$ cat src/rtl/fuse_burn_seq.sv
module fuse_burn_seq #(
  parameter int WORDS     = 64,
  parameter int DATA_W    = 32,
  parameter int STRB_W    = 12,
  parameter int RLX_W     = 4,
  parameter int QUIET_CYC = 200
) (
  input  logic                      clk,
  input  logic                      rst_n,
  input  logic                      start,
  input  logic [$clog2(WORDS)-1:0]  addr,
  input  logic [DATA_W-1:0]         wdata,
  input  logic [STRB_W+RLX_W-1:0]   timing,
  output logic                      ready,
  output logic                      busy,
  output logic                      done,
  output logic                      strobe,
  output logic [DATA_W-1:0]         shift_data,
  input  logic [$clog2(WORDS)-1:0]  rd_addr,
  output logic [DATA_W-1:0]         rd_data
);
  localparam int ADDR_W = $clog2(WORDS);
  localparam int BIT_W  = $clog2(DATA_W);
  localparam int TIM_W  = STRB_W + RLX_W;
  localparam int CNT_W  = (STRB_W > RLX_W) ? STRB_W : RLX_W;
  localparam int Q_W    = $clog2(QUIET_CYC + 1);

  typedef enum logic [2:0] {S_IDLE, S_EXAM, S_RLX1, S_STRB, S_RLX2, S_QUIET} st_t;

  st_t                st_q;
  logic [DATA_W-1:0]  data_q;
  logic [ADDR_W-1:0]  addr_q;
  logic [TIM_W-1:0]   tim_q;
  logic [BIT_W-1:0]   bit_q;
  logic [CNT_W-1:0]   cnt_q;
  logic [Q_W-1:0]     qcnt_q;
  logic               done_q;
  logic [DATA_W-1:0]  fuse_q [WORDS];

  logic [RLX_W-1:0]   rlx_f;
  logic [STRB_W-1:0]  stb_f;
  logic [CNT_W-1:0]   rlx_ld, stb_ld;
  logic               accept, last_bit, blow;

  assign rlx_f    = tim_q[TIM_W-1:STRB_W];
  assign stb_f    = tim_q[STRB_W-1:0];
  assign rlx_ld   = (rlx_f == '0) ? '0 : CNT_W'(rlx_f - 1'b1);
  assign stb_ld   = (stb_f == '0) ? '0 : CNT_W'(stb_f - 1'b1);
  assign last_bit = (bit_q == BIT_W'(DATA_W - 1));
  assign accept   = start && (st_q == S_IDLE);
  assign blow     = (st_q == S_STRB) && (cnt_q == '0);

  assign ready      = (st_q == S_IDLE);
  assign busy       = (st_q != S_IDLE) && (st_q != S_QUIET);
  assign strobe     = (st_q == S_STRB);
  assign done       = done_q;
  assign shift_data = data_q;
  assign rd_data    = fuse_q[rd_addr];

  always_ff @(posedge clk or negedge rst_n) begin
    if (!rst_n) begin
      st_q   <= S_IDLE;
      data_q <= '0;
      addr_q <= '0;
      tim_q  <= '0;
      bit_q  <= '0;
      cnt_q  <= '0;
      qcnt_q <= '0;
      done_q <= 1'b0;
    end else begin
      done_q <= 1'b0;
      unique case (st_q)
        S_IDLE: if (accept) begin
          data_q <= wdata & ~fuse_q[addr];
          addr_q <= addr;
          tim_q  <= timing;
          bit_q  <= '0;
          st_q   <= S_EXAM;
        end
        S_EXAM: begin
          if (data_q[0]) begin
            cnt_q <= rlx_ld;
            st_q  <= S_RLX1;
          end else begin
            data_q <= data_q >> 1;
            if (last_bit) begin
              st_q   <= S_QUIET;
              qcnt_q <= Q_W'(QUIET_CYC - 1);
              done_q <= 1'b1;
            end else begin
              bit_q <= bit_q + 1'b1;
            end
          end
        end
        S_RLX1: begin
          if (cnt_q == '0) begin
            cnt_q <= stb_ld;
            st_q  <= S_STRB;
          end else begin
            cnt_q <= cnt_q - 1'b1;
          end
        end
        S_STRB: begin
          if (cnt_q == '0) begin
            cnt_q <= rlx_ld;
            st_q  <= S_RLX2;
          end else begin
            cnt_q <= cnt_q - 1'b1;
          end
        end
        S_RLX2: begin
          if (cnt_q == '0) begin
            data_q <= data_q >> 1;
            if (last_bit) begin
              st_q   <= S_QUIET;
              qcnt_q <= Q_W'(QUIET_CYC - 1);
              done_q <= 1'b1;
            end else begin
              bit_q <= bit_q + 1'b1;
              st_q  <= S_EXAM;
            end
          end else begin
            cnt_q <= cnt_q - 1'b1;
          end
        end
        S_QUIET: begin
          if (qcnt_q == '0) st_q <= S_IDLE;
          else qcnt_q <= qcnt_q - 1'b1;
        end
        default: st_q <= S_IDLE;
      endcase
    end
  end

  always_ff @(posedge clk or negedge rst_n) begin
    if (!rst_n) begin
      for (int i = 0; i < WORDS; i++) fuse_q[i] <= '0;
    end else if (blow) begin
      fuse_q[addr_q][bit_q] <= 1'b1;
    end
  end

  p_strobe_in_busy_r4: assert property (@(posedge clk) disable iff (!rst_n)
    strobe |-> busy);

  p_accept_busy_r9: assert property (@(posedge clk) disable iff (!rst_n)
    (start && ready) |=> busy);

  p_done_on_fall_r7: assert property (@(posedge clk) disable iff (!rst_n)
    $fell(busy) |-> done);

  p_done_single_r7: assert property (@(posedge clk) disable iff (!rst_n)
    done |=> !done);

  p_shift_zero_fill_r6: assert property (@(posedge clk) disable iff (!rst_n)
    (busy && $past(busy) && !$stable(shift_data)) |-> (shift_data == ($past(shift_data) >> 1)));

  p_idle_quiet_r8: assert property (@(posedge clk) disable iff (!rst_n)
    ready |-> (!busy && !strobe && !done));

  p_fuse_stable_idle_r6: assert property (@(posedge clk) disable iff (!rst_n)
    (!busy && $past(!busy) && $stable(rd_addr)) |-> $stable(rd_data));
endmodule

$ cat config.mk
export PLATFORM = sky130hd
export DESIGN_NAME = fuse_burn_seq
export DESIGN_NICKNAME = d
export VERILOG_FILES = /design/src/rtl/fuse_burn_seq.sv
export SDC_FILE = /design/constraint.sdc
export NUM_CORES = 2
export LEC_CHECK = 0
export ABC_CLOCK_PERIOD_IN_PS = 8210
export BUFFER_PORTS_ARGS = -buffer_cell sky130_fd_sc_hd__buf_2
export CORE_AREA = 2 2 519 521
export CTS_BUF_LIST = sky130_fd_sc_hd__clkbuf_2
export CTS_CLUSTER_DIAMETER = 40
export DETAILED_ROUTE_END_ITERATION = 8
export DIE_AREA = 0 0 521 523
export GPL_ROUTABILITY_DRIVEN = 0
export SLEW_MARGIN = 20
export SYNTH_ARGS = -nofsm -noshare
export SYNTH_HDL_FRONTEND = slang
export SYNTH_SLANG_ARGS = --single-unit
export TNS_END_PERCENT = 1
$ cat constraint.sdc
create_clock -name clk -period 8.21 [get_ports clk]
set_clock_uncertainty 0.1 [all_clocks]
set_input_delay 1.2315 -clock clk [delete_from_list [all_inputs] [get_ports clk]]
set_output_delay 1.2315 -clock clk [all_outputs]
set_load 0.01 [all_outputs]
# == After elaboration in Yosys (flattened, before gate mapping) ==
# Cells that the tools add are included.
# op_classes
bitwise_logic,6
magnitude_cmp,6
n_reduce_logical,20
n_eq_ne,17
n_mux,44
add_sub_neg,5
# ops
operator,count
2048-bit bitwise OR,1
32-bit binary-select mux with 6-bit select,2
32-bit two-way mux,8
32-bit demux with 6-bit select,1
32-bit one-hot mux with 3 select lines,1
12-bit two-way mux,6
12-bit one-hot mux with 4 select lines,1
32-bit AND,1
8-bit two-way mux,4
32-bit NOT,1
12-bit logical NOT,2
3-bit two-way mux,8
8-bit one-hot mux with 3 select lines,1
12-bit by 1-bit subtractor with 12-bit output (second input constant),2
7-bit greater-or-equal comparator (second input constant),3
6-bit NOT with 7-bit output,3
5-bit two-way mux,4
3-bit one-hot mux with 6 select lines,1
5-bit one-hot mux with 3 select lines,1
2-bit != test (second input constant),7
3-bit nonzero test,3
8-bit logical NOT,1
4-bit AND reduction,2
8-bit by 1-bit subtractor with 8-bit output (second input constant),1
other kinds (21),33
# totals
ff_bits,2131
out_inout_bits,68
wordCells,171
inputBits,63

# == Logic depth before layout (Yosys ltp) ==
# depth
depth_word,8
mapped_depth,10
ltp_nobuf,9

# == Least setup slack after synthesis ==
# No wires, ideal clock.
# synth_path
path_kind,input port to output port
startpoint,input rd_addr[0]
endpoint,output rd_data[29]
setup_slack_ns,3.542
required_ns,6.878
arrival_time_ns,3.337
cell_stages,7
n_path_buf,3
cell_sequence,buf_2 > buf_2 > buf_1 > mux4_2 > mux4_2 > a22oi_1 > nand2_1
# synth_between
elab_chain_len,4
# synth_lines
element,line,source
from (decl),19,"input logic [$clog2(WORDS)-1:0] rd_addr,"
6-bit NOT with 7-bit output (implied by the code),58,assign rd_data = fuse_q[rd_addr];
32-bit binary-select mux with 6-bit select,58,
32-bit two-way mux (implied by the code) (2 in series),58,
to (decl),20,output logic [DATA_W-1:0] rd_data
# Every way passes these cells. The select of a mux whose other input is x is not followed.

# == Worst setup path after layout ==
# layout_path
startpoint,input rd_addr[0]
endpoint,output rd_data[12]
# Same word-level chain as after synthesis.

==> qor.yml <==
status: "finished clean"
tritoncts_num_sinks: 2131
yosys.area_share.xor_xnor_pct: 0.1318
largest_net_degree_at_the_start_of_global_routing: 196
worstPathRequired_ns: 6.88
crit_fanout: 59
routed_wl_mm: 438.9
placement_rows: 190
path_depth: 7
final_net_count: 8111
arrival_ns: 4.56
setup.worst_path.end: "rd_data[12]"
worst_r2r_path_depth: 7
final_min_period_over_clock_period_pct: 71.81
synthArstFlopShare_pct: 100.0
seq_area_frac_synth_pct: 50.16
timing.setup.critical_path_class: "primary input to output pin"
dominant_combinational_cell_family_by_area_after_synthesis: "multiplexers"
first_pass_grt_wire_length_mm: 619.1
layout_common_cells: "sky130_fd_sc_hd__dfrtp_1 (2131), sky130_fd_sc_hd__a21o_1 (1730), sky130_fd_sc_hd__mux4_2 (944)"
hpwl_mm: 252.3
port_buffers: 130
syn_to_final_growth_pct: 10.41
delay_heaviest_family_cp: "buffers and inverters"
yosys-mux-area-fraction_pct: 24.31
detail_route.wl_per_cell_um: 36.57
timing.rr.start: "st_q[1]$_DFFE_PN0P_"
numCtsBuffers: 566
route.detailed.drc: 0
cell_with_the_largest_stage_delay_on_the_worst_path: "sky130_fd_sc_hd__buf_8"
static-leakage-power_nw: 66.65
post_route_cells_drive_above_1_share_pct: 28.01
number_of_enable_type_register_cells_in_the_synthesized_netlist: 0
fp.dieW_um: 521
layout.cells.most_common: "sky130_fd_sc_hd__dfrtp_1"
drt_iter0_markers: 11263
setup.worst_path.end_class: "output pin"
worst_hold_path_type: "primary input to async pin"
yosys_warnings: 0
timing.critical_path.cells: "buf_8 > buf_12 > mux4_2 > mux4_2 > a22oi_1 > nand2_1 > buf_2"
finalNonFillerCells: 12001
pre_repair_dr_iteration_count: 8
worst_skew_pair.late_latency_ns: 1.85
critical_path_origin: "rd_addr[0]"
syn-cell-area_sq_um: 106300
cts.clk_slew.worst_paths_ns: 0.10
avgViaCountPerCell: 6.784
ys.flop_type: "sky130_fd_sc_hd__dfrtp_1"
routed-via-count: 81417
area_share_of_fa_ha_maj_cells_after_synthesis_pct: 0.1294
antenna_violations_before_repair: 44
irDropWorstVdd_uv: 335.8
setup_viol: 0
synthesis.area_per_instance_sq_um: 13.63
synth_simple_gate_area_share_pct: 3.505
netlist_instances: 7802
rsz0062_at_grt: "no"
synth_compound_area_share_pct: 18.50
placed_cells_incl_taps: 10929
powerDensity_nw_per_um2: 187.6
max-slew-margin-rel_pct: 13.18
layout.filler_cells: 24278
max_slew.worst_pin.slew_ns: 1.302
clk_path_buf_depth: 4
dieArea_sq_um: 272500
critical_path.max_stage_delay_ns: 0.67
synth_unique_cells: 72
core_sq_um: 267000
cts_tree: "yes"
max-cap-violations: 0
synthesis.nets: 7876
grtUsageTotal_pct: 31.86
overflow: 0
first_global_vias: 81508
timing.fmax_mhz: 169.6
setup_tns_ns: 0
pin_count: 131
cpMostUsedCell: "sky130_fd_sc_hd__mux4_2"
ff_latch_count_synth: 2131
setup.worst_path.start_class: "primary input"
finalMaxSlewViolations: 0
critPathBufInv: 3
crit-reg2reg-capture: "fuse_q[124]$_DFFE_PN0P_"
post_cts_repair_timing_setup_buffer_count: 0
regToRegSetupSlack_ns: 3.56
final.min_clock_period_ns: 5.896
number_of_h_tree_levels: 6
floorplan.die.height_um: 523
antenna_violating_nets_post_route: 0
initial_core_utilization_pct: 39.83
timing_hold_violations_final: 0
root_buffer: "sky130_fd_sc_hd__clkbuf_2"
## stage by stage
| stage | setup WS (ns) | utilization (%) | power (mW) | instance area (sq um) | hold slack, ns |
|---|---|---|---|---|---|
| floorplan | 3.542 | - | 12.80 | 106300 | 0.3369 |
| global placement | 2.385 | 41.59 | 14.35 | 111000 | 0.3485 |
| detailed placement | 2.389 | 41.73 | 14.43 | 111400 | 0.3591 |
| CTS | 2.392 | 43.89 | 21.99 | 117200 | 0.007749 |
| global route | 2.262 | 43.95 | 22.80 | 117300 | 0.04947 |
| finish | 2.314 | 43.97 | 22.03 | 117400 | 0.04891 |
## final cells by class
| cell class | instances | area [sq um] | area share (%) |
|---|---|---|---|
| Multi-Input combinational cell | 4863 | 50340 | 42.88 |
| Timing Repair Buffer | 461 | 4267 | 3.635 |
| Antenna cell | 33 | 82.58 | 0.07035 |
| Inverter | 14 | 62.56 | 0.05329 |
| Clock buffer | 798 | 3994 | 3.402 |
| Tap cell | 3552 | 4444 | 3.786 |
| Clock inverter | 149 | 877.1 | 0.7472 |
| Sequential cell | 2131 | 53330 | 45.43 |
## Yosys cell counts (13+ instances only)
master | count | share of area [%]
sky130_fd_sc_hd__dfrtp_1 | 2131 | 50
sky130_fd_sc_hd__o21bai_2 | 30 | 0.32
sky130_fd_sc_hd__nor3_1 | 15 | 0.071
sky130_fd_sc_hd__o22ai_1 | 31 | 0.18
sky130_fd_sc_hd__o211ai_1 | 22 | 0.16
sky130_fd_sc_hd__o21bai_1 | 292 | 2.1
sky130_fd_sc_hd__clkbuf_1 | 418 | 1.5
sky130_fd_sc_hd__o21ai_0 | 58 | 0.27
sky130_fd_sc_hd__buf_1 | 53 | 0.19
sky130_fd_sc_hd__mux2_2 | 15 | 0.16
sky130_fd_sc_hd__and3_1 | 17 | 0.10
sky130_fd_sc_hd__o2111ai_1 | 23 | 0.19
sky130_fd_sc_hd__a21oi_1 | 158 | 0.74
sky130_fd_sc_hd__nand2b_1 | 23 | 0.14
sky130_fd_sc_hd__o221ai_1 | 13 | 0.11
sky130_fd_sc_hd__a211oi_1 | 42 | 0.30
sky130_fd_sc_hd__nand2_1 | 262 | 0.92
sky130_fd_sc_hd__nand4_1 | 39 | 0.23
sky130_fd_sc_hd__a22o_1 | 28 | 0.23
sky130_fd_sc_hd__a21o_1 | 1730 | 12
sky130_fd_sc_hd__buf_2 | 309 | 1.5
sky130_fd_sc_hd__a221oi_1 | 49 | 0.40
sky130_fd_sc_hd__nor2_1 | 157 | 0.55
sky130_fd_sc_hd__a22oi_1 | 146 | 1.0
sky130_fd_sc_hd__mux2i_1 | 441 | 4.2
sky130_fd_sc_hd__nand3_1 | 134 | 0.63
sky130_fd_sc_hd__nor2b_1 | 53 | 0.31
sky130_fd_sc_hd__mux4_2 | 944 | 20
## worst min path at each step
stage / end / startpoint / slack (ns) / depth (start not counted)
final: fuse_q[464]$_DFFE_PN0P_ / rst_n / 0.05 / 3
after global routing: fuse_q[496]$_DFFE_PN0P_ / rst_n / 0.05 / 3
after global placement: fuse_q[1656]$_DFFE_PN0P_ / fuse_q[1656]$_DFFE_PN0P_ / 0.35 / 1
after CTS: fuse_q[464]$_DFFE_PN0P_ / rst_n / 0.008 / 3
after detailed placement: fuse_q[1590]$_DFFE_PN0P_ / fuse_q[1590]$_DFFE_PN0P_ / 0.36 / 1
after floorplan: fuse_q[1247]$_DFFE_PN0P_ / fuse_q[1247]$_DFFE_PN0P_ / 0.34 / 1
## state kept, by name (all words and copies together) (netlist names)
name	cells
addr_q	6
bit_q	5
cnt_q	12
done	1
fuse_q	2048
qcnt_q	8
shift_data	32
st_q	3
tim_q	16
## cells by family after synthesis
group | Yosys count
flip-flops | 2131
buffers and inverters | 808
XOR/XNOR | 16
adder cells (fa/ha/maj) | 11
multiplexers | 1400
AND/OR/NAND/NOR | 775
AO/OA/AOI/OAI | 2661
## what timing repair did
action / CTS / global route
hold endpoints to repair: 618 / 0
gates resized for setup: 0 / 0
hold buffers: 87 / 0
## power by group
part	switching, mW	internal, mW	total, mW
sequential	0.393	10.7	11.1
combinational	2.40	0.951	3.35
clock	4.70	2.91	7.61
total	7.50	14.5	22.0
## tightest hold or removal path, delay by kind of cell
kind	cells	cell delay (ns)
buf+inv	3	1.11
## layer usage
metal | share of wire (%) | global-route usage (%) | vias to the layer above | routed length (um)
met5 | 0.071 | 0 | - | 313
met4 | 7.1 | 20.08 | 34 | 30980
met3 | 13 | 11.68 | 1562 | 58540
met2 | 43 | 45.46 | 6265 | 188000
met1 | 37 | 41.10 | 42785 | 161100
li1 | - | - | 30771 | -
No activity file was read; power rests on OpenSTA's default activity.
